## config.mk

```make
export PLATFORM = sky130hd
export DESIGN_NAME = hdlc_addr_filter
export DESIGN_NICKNAME = d
export VERILOG_FILES = /design/src/rtl/hdlc_af_pkg.sv /design/src/rtl/hdlc_af_match.sv /design/src/rtl/hdlc_af_hold.sv /design/src/rtl/hdlc_af_ctrl.sv /design/src/rtl/hdlc_addr_filter.sv
export SDC_FILE = /design/constraint.sdc
export NUM_CORES = 1
export LEC_CHECK = 0
export BUFFER_PORTS_ARGS = -buffer_cell sky130_fd_sc_hd__buf_2
export CAP_MARGIN = 10
export CORE_ASPECT_RATIO = 1.4
export CORE_UTILIZATION = 34
export CTS_BUF_LIST = sky130_fd_sc_hd__clkbuf_4
export CTS_CLUSTER_SIZE = 12
export DETAILED_ROUTE_END_ITERATION = 7
export HOLD_SLACK_MARGIN = 0.15
export PLACE_DENSITY = 0.66
export RECOVER_POWER = 25
export SLEW_MARGIN = 20
export SYNTH_ARGS = -nofsm -noshare
export SYNTH_HDL_FRONTEND = slang
export SYNTH_SLANG_ARGS = --single-unit
```

## constraint.sdc

```tcl
create_clock -name clk -period 2.9 [get_ports clk]
set_input_delay 0.58 -clock clk [delete_from_list [all_inputs] [get_ports clk]]
set_output_delay 0.58 -clock clk [all_outputs]
set_load 0.01 [all_outputs]
```

## src/rtl/hdlc_af_pkg.sv

```systemverilog
package hdlc_af_pkg;
  typedef enum logic [2:0] {
    ST_IDLE,
    ST_HOLD,
    ST_EMIT,
    ST_PASS,
    ST_DROP
  } af_state_t;
endpackage

```

## src/rtl/hdlc_af_match.sv

```systemverilog
module hdlc_af_match #(
  parameter int DW = 8
) (
  input  logic [DW-1:0] first_in,
  input  logic [DW-1:0] first_held,
  input  logic [DW-1:0] second_in,
  input  logic [DW-1:0] mask1,
  input  logic [DW-1:0] mask2,
  input  logic          seven_mode,
  output logic          one_byte,
  output logic          verdict1,
  output logic          verdict2
);
  localparam int HI = DW - 1;

  logic m1_on, m2_on;
  logic hi_match_now, bit1_ok, all_ones_now;
  logic hi_match_held, second_match, second_all;

  always_comb begin
    m1_on         = mask1[0];
    m2_on         = mask2[0];
    one_byte      = first_in[0];
    hi_match_now  = (first_in[HI:2] == mask1[HI:2]);
    bit1_ok       = !seven_mode || (first_in[1] == mask1[1]);
    all_ones_now  = &first_in;
    verdict1      = !m1_on || all_ones_now || (hi_match_now && bit1_ok);
    hi_match_held = (first_held[HI:2] == mask1[HI:2]);
    second_match  = (second_in[HI:1] == mask2[HI:1]);
    second_all    = &second_in[HI:1];
    verdict2      = second_all ||
                    ((!m1_on || hi_match_held) && (!m2_on || second_match));
  end
endmodule

```

## src/rtl/hdlc_af_hold.sv

```systemverilog
module hdlc_af_hold #(
  parameter int DW    = 8,
  parameter int DEPTH = 2
) (
  input  logic                     clk,
  input  logic                     rst_n,
  input  logic                     wr_en,
  input  logic [$clog2(DEPTH)-1:0] wr_idx,
  input  logic [DW-1:0]            wr_data,
  input  logic                     wr_last,
  input  logic [$clog2(DEPTH)-1:0] rd_idx,
  output logic [DW-1:0]            rd_data,
  output logic                     rd_last,
  output logic [DW-1:0]            head_data
);
  logic [DW-1:0] slot_data [DEPTH];
  logic          slot_last [DEPTH];

  for (genvar g = 0; g < DEPTH; g++) begin : g_slot
    always_ff @(posedge clk) begin
      if (!rst_n) begin
        slot_data[g] <= '0;
        slot_last[g] <= 1'b0;
      end else if (wr_en && (int'(wr_idx) == g)) begin
        slot_data[g] <= wr_data;
        slot_last[g] <= wr_last;
      end
    end
  end

  always_comb begin
    rd_data   = slot_data[rd_idx];
    rd_last   = slot_last[rd_idx];
    head_data = slot_data[0];
  end
endmodule

```

## src/rtl/hdlc_af_ctrl.sv

```systemverilog
module hdlc_af_ctrl
  import hdlc_af_pkg::*;
#(
  parameter int DEPTH = 2
) (
  input  logic                     clk,
  input  logic                     rst_n,
  input  logic                     recog_en,
  input  logic                     in_valid,
  input  logic                     in_sof,
  input  logic                     in_eof,
  input  logic                     out_ready,
  input  logic                     one_byte,
  input  logic                     verdict1,
  input  logic                     verdict2,
  input  logic                     rd_last,
  output logic                     in_ready,
  output logic                     out_valid,
  output logic                     emit_active,
  output logic                     hold_wait,
  output logic [$clog2(DEPTH)-1:0] emit_idx,
  output logic                     wr_en,
  output logic [$clog2(DEPTH)-1:0] wr_idx
);
  localparam int IW = $clog2(DEPTH);

  af_state_t         state;
  logic [IW-1:0]     last_idx;
  logic              fire;
  logic              first_accept;

  always_comb begin
    unique case (state)
      ST_EMIT: begin
        in_ready  = 1'b0;
        out_valid = 1'b1;
      end
      ST_PASS: begin
        in_ready  = in_sof ? 1'b1 : out_ready;
        out_valid = in_valid && !in_sof;
      end
      default: begin
        in_ready  = 1'b1;
        out_valid = 1'b0;
      end
    endcase
    fire         = in_valid && in_ready;
    first_accept = !recog_en || (one_byte && verdict1);
    emit_active  = (state == ST_EMIT);
    hold_wait    = (state == ST_HOLD);
    wr_en        = fire && (in_sof || (state == ST_HOLD));
    wr_idx       = in_sof ? IW'(0) : IW'(1);
  end

  always_ff @(posedge clk) begin
    if (!rst_n) begin
      state    <= ST_IDLE;
      emit_idx <= '0;
      last_idx <= '0;
    end else if (state == ST_EMIT) begin
      if (out_ready) begin
        if (emit_idx == last_idx) begin
          state <= rd_last ? ST_IDLE : ST_PASS;
        end else begin
          emit_idx <= emit_idx + IW'(1);
        end
      end
    end else if (fire) begin
      if (in_sof) begin
        emit_idx <= '0;
        if (first_accept) begin
          state    <= ST_EMIT;
          last_idx <= IW'(0);
        end else if (recog_en && !one_byte && !in_eof) begin
          state <= ST_HOLD;
        end else begin
          state <= in_eof ? ST_IDLE : ST_DROP;
        end
      end else begin
        unique case (state)
          ST_HOLD: begin
            if (verdict2) begin
              state    <= ST_EMIT;
              last_idx <= IW'(1);
            end else begin
              state <= in_eof ? ST_IDLE : ST_DROP;
            end
          end
          ST_DROP, ST_PASS: begin
            if (in_eof) state <= ST_IDLE;
          end
          default: state <= state;
        endcase
      end
    end
  end
endmodule

```

## src/rtl/hdlc_addr_filter.sv

```systemverilog
module hdlc_addr_filter #(
  parameter int DW         = 8,
  parameter int HOLD_DEPTH = 2
) (
  input  logic          clk,
  input  logic          rst_n,
  input  logic          recog_en,
  input  logic [DW-1:0] mask1,
  input  logic [DW-1:0] mask2,
  input  logic          seven_mode,
  input  logic          in_valid,
  output logic          in_ready,
  input  logic [DW-1:0] in_data,
  input  logic          in_sof,
  input  logic          in_eof,
  output logic          out_valid,
  input  logic          out_ready,
  output logic [DW-1:0] out_data,
  output logic          out_sof,
  output logic          out_eof
);
  localparam int IW = $clog2(HOLD_DEPTH);

  logic          one_byte, verdict1, verdict2;
  logic          emit_active, hold_wait;
  logic [IW-1:0] emit_idx, wr_idx;
  logic          wr_en;
  logic [DW-1:0] rd_data, head_data;
  logic          rd_last;

  hdlc_af_match #(.DW(DW)) u_match (
    .first_in   (in_data),
    .first_held (head_data),
    .second_in  (in_data),
    .mask1      (mask1),
    .mask2      (mask2),
    .seven_mode (seven_mode),
    .one_byte   (one_byte),
    .verdict1   (verdict1),
    .verdict2   (verdict2)
  );

  hdlc_af_hold #(.DW(DW), .DEPTH(HOLD_DEPTH)) u_hold (
    .clk       (clk),
    .rst_n     (rst_n),
    .wr_en     (wr_en),
    .wr_idx    (wr_idx),
    .wr_data   (in_data),
    .wr_last   (in_eof),
    .rd_idx    (emit_idx),
    .rd_data   (rd_data),
    .rd_last   (rd_last),
    .head_data (head_data)
  );

  hdlc_af_ctrl #(.DEPTH(HOLD_DEPTH)) u_ctrl (
    .clk         (clk),
    .rst_n       (rst_n),
    .recog_en    (recog_en),
    .in_valid    (in_valid),
    .in_sof      (in_sof),
    .in_eof      (in_eof),
    .out_ready   (out_ready),
    .one_byte    (one_byte),
    .verdict1    (verdict1),
    .verdict2    (verdict2),
    .rd_last     (rd_last),
    .in_ready    (in_ready),
    .out_valid   (out_valid),
    .emit_active (emit_active),
    .hold_wait   (hold_wait),
    .emit_idx    (emit_idx),
    .wr_en       (wr_en),
    .wr_idx      (wr_idx)
  );

  always_comb begin
    out_data = emit_active ? rd_data : in_data;
    out_sof  = emit_active && (emit_idx == '0);
    out_eof  = emit_active ? rd_last : (out_valid && in_eof);
  end
endmodule

```

==> run summary <==
# diodes = 0
crit path DAT = 2.04 ns
placer congestion estimate = 0.828
count of clock tree sinks = 24
CTS Buf Count = 3
unrepaired setup endpoints after global routing = no
CTS tree = built
Worst Clk Skew = 0.00619 ns
status = finished clean
via count = 1,367
leading cell types in the layout, fill and taps excluded = buf_2 (43), nand2_1 (18), edfxtp_1 (17)
placed cell count = 264
full die area = 4940 µm²
number of synthesized flops with an enable pin = 17
cell row count = 29
Post-CTS Setup Inserts = 0
CTS H-tree depth = 1
# IOs = 44
drt pass-1 iters = 4
Final Max Slew Viols = 0
Slew headroom = 51.5%
Worst Hold Class = flip-flop to flip-flop
Cells after Synth = 166
Yosys top cell by area = edfxtp_1
Max VDD drop = 0.213 mV
fin nets = 239
Final setup viols = 0
CP Class = flip-flop to output port
# hold bufs at CTS = 0
Critical Path End Type = output port
Post-Syn Area = 1590 µm²
setup tns final = 0 ns
fill cell count = 465
pin count of the biggest net entering global routing = 21
Yosys Warn Count = 0
CTS root buffer = clkbuf_4
vias in the first global route = 1,368
Leakage = 0.000794 µW
Crit Path Max Fanout = 9
GRT overflow = 0
crit path time final = 2.62 ns
initial antenna violation count = 0
final WL = 3.96 mm
min-delay src = u_hold.slot_last[1]$_DFF_P_
Worst Setup SP = u_ctrl.state[2]$_SDFFE_PN0P_
antenna viol nets, final = 0
ys flop type = edfxtp_1
max cap viols = 0
PD cells = 524 nW/µm²
sequential share of the synthesized area = 41.0%
area occupied by registers = 651 µm²
most common cell after layout, fill and taps aside = buf_2
starting density of the core = 35.2%
Area Overhead vs Synth = 16.9%
Worst-Skew Late Latency = 0.32 ns
core area = 4500 µm²
Fmax = 382 MHz
Clock Tree Buf Depth = 2
syn_area_per_cell = 9.55 µm²
Yosys top cell area share = 32.2%
GR Util All Layers = 17.3%
final hold viol count = 0
first-pass GRT wire length = 6.28 mm
# DRC = 0
cts repair resizes = 0
Die Span X = 59.7 µm
fin crit share = 90.3%
CP startpoint kind = flip-flop
Die Y = 82.8 µm
Multi-input gate area = 865 µm²
CTS clock-pin slew for the worst setup and hold paths = 0.13 ns
largest cells by area after synthesis = edfxtp_1 (32%), dfxtp_1 (8.8%), xor2_1 (7.2%)
Synth Register Bits = 24
vias per std cell = 5.10
Distinct cells, synth = 40
Final Non-Filler Cells = 268
layout cells sized above 1 = 25.2%
Iteration-0 DRC Markers = 63
r2r startpoint = u_ctrl.state[2]$_SDFFE_PN0P_
number of I/O port buffers = 43
DP HPWL = 2.98 mm
worst-margin pin slew = 0.726 ns
share of synthesized registers carrying an async set or reset = 0%
Worst Path Required = 2.32 ns
syn_nets = 198
routed len/inst = 14.8 µm
## synth_stat cells (all sizes together) (3+ instances only)
library cell	instances
a211oi	4
buf	4
mux2i	10
nor2	10
nand3	3
dfxtp	7
inv	3
o21ai	15
and3	18
xnor2	8
nand2	18
a21oi	7
xor2	13
clkbuf	4
nand4	3
nand2b	3
edfxtp	17
## flip-flops by register name, summed over array words and instances (netlist names), named ones only
signal            flops
u_ctrl.last_idx       1
u_ctrl.state          3
u_ctrl.emit_idx       1
u_hold.slot_data     16
u_hold.slot_last      2
## layer usage
| layer | vias to the layer above | routed length, µm | global-route usage (%) |
|---|---|---|---|
| met2 | 39 | 1960 | 30.6 |
| met3 | 5 | 171 | 2.17 |
| met4 | 0 | 44 | 5.35 |
| met1 | 637 | 1790 | 21.6 |
| li1 | 686 | - | - |
| met5 | - | 0 | 0 |
## critical path, cell delays in order, from the launching register on
cell      delay [ns]
dfxtp_1         0.40
nand2b_1        0.19
nor2_1          0.57
nand2_1         0.21
and3b_1         0.22
buf_2           0.13
## final cells by class
class / instances / share of cell area (%)
inverters: 3 / 0.608
multi-input cells: 131 / 46.7
well taps: 62 / 4.19
clock buffers: 4 / 1.62
repair buffers: 44 / 11.8
flip-flops and latches: 24 / 35.1
## where the power goes
group	switching [µW]	internal [µW]
Clock	99.0	63.2
Sequential	41.0	410
Combinational	213	145
Total	354	618
## per-stage QoR
stage               hold slack, ns  util, %  setup WS (ns)  power (µW)  instance area, µm²
floorplan                    0.460        -           1.02         709                1590
global placement             0.485     40.9          0.716         825                1840
detailed placement           0.490     40.9          0.705         828                1840
CTS                          0.521     41.5          0.340         982                1870
global route                 0.573     41.2          0.154        1030                1850
finish                       0.519     41.2          0.281         971                1850
## path summary, 6_finish.rpt
kind                            slack (ns)                           end  cells after the start
worst max-delay path                  0.28                       out_eof                      5
worst min register to register        0.52   u_hold.slot_last[1]$_DFF_P_                      2
worst max register to register        0.68  u_ctrl.state[2]$_SDFFE_PN0P_                      6
worst min-delay path                  0.52   u_hold.slot_last[1]$_DFF_P_                      2
## cell families (layout without fill, tap and decap cells)
family	Yosys count	in the layout	share of synthesized area (%)
compound gates	37	37	15.7
xor+xnor	21	21	11.6
buf+inv	11	51	3.71
flops	24	24	41.0
mux	10	10	6.31
simple gates	63	63	21.6
(Power assumes the default switching activity.)
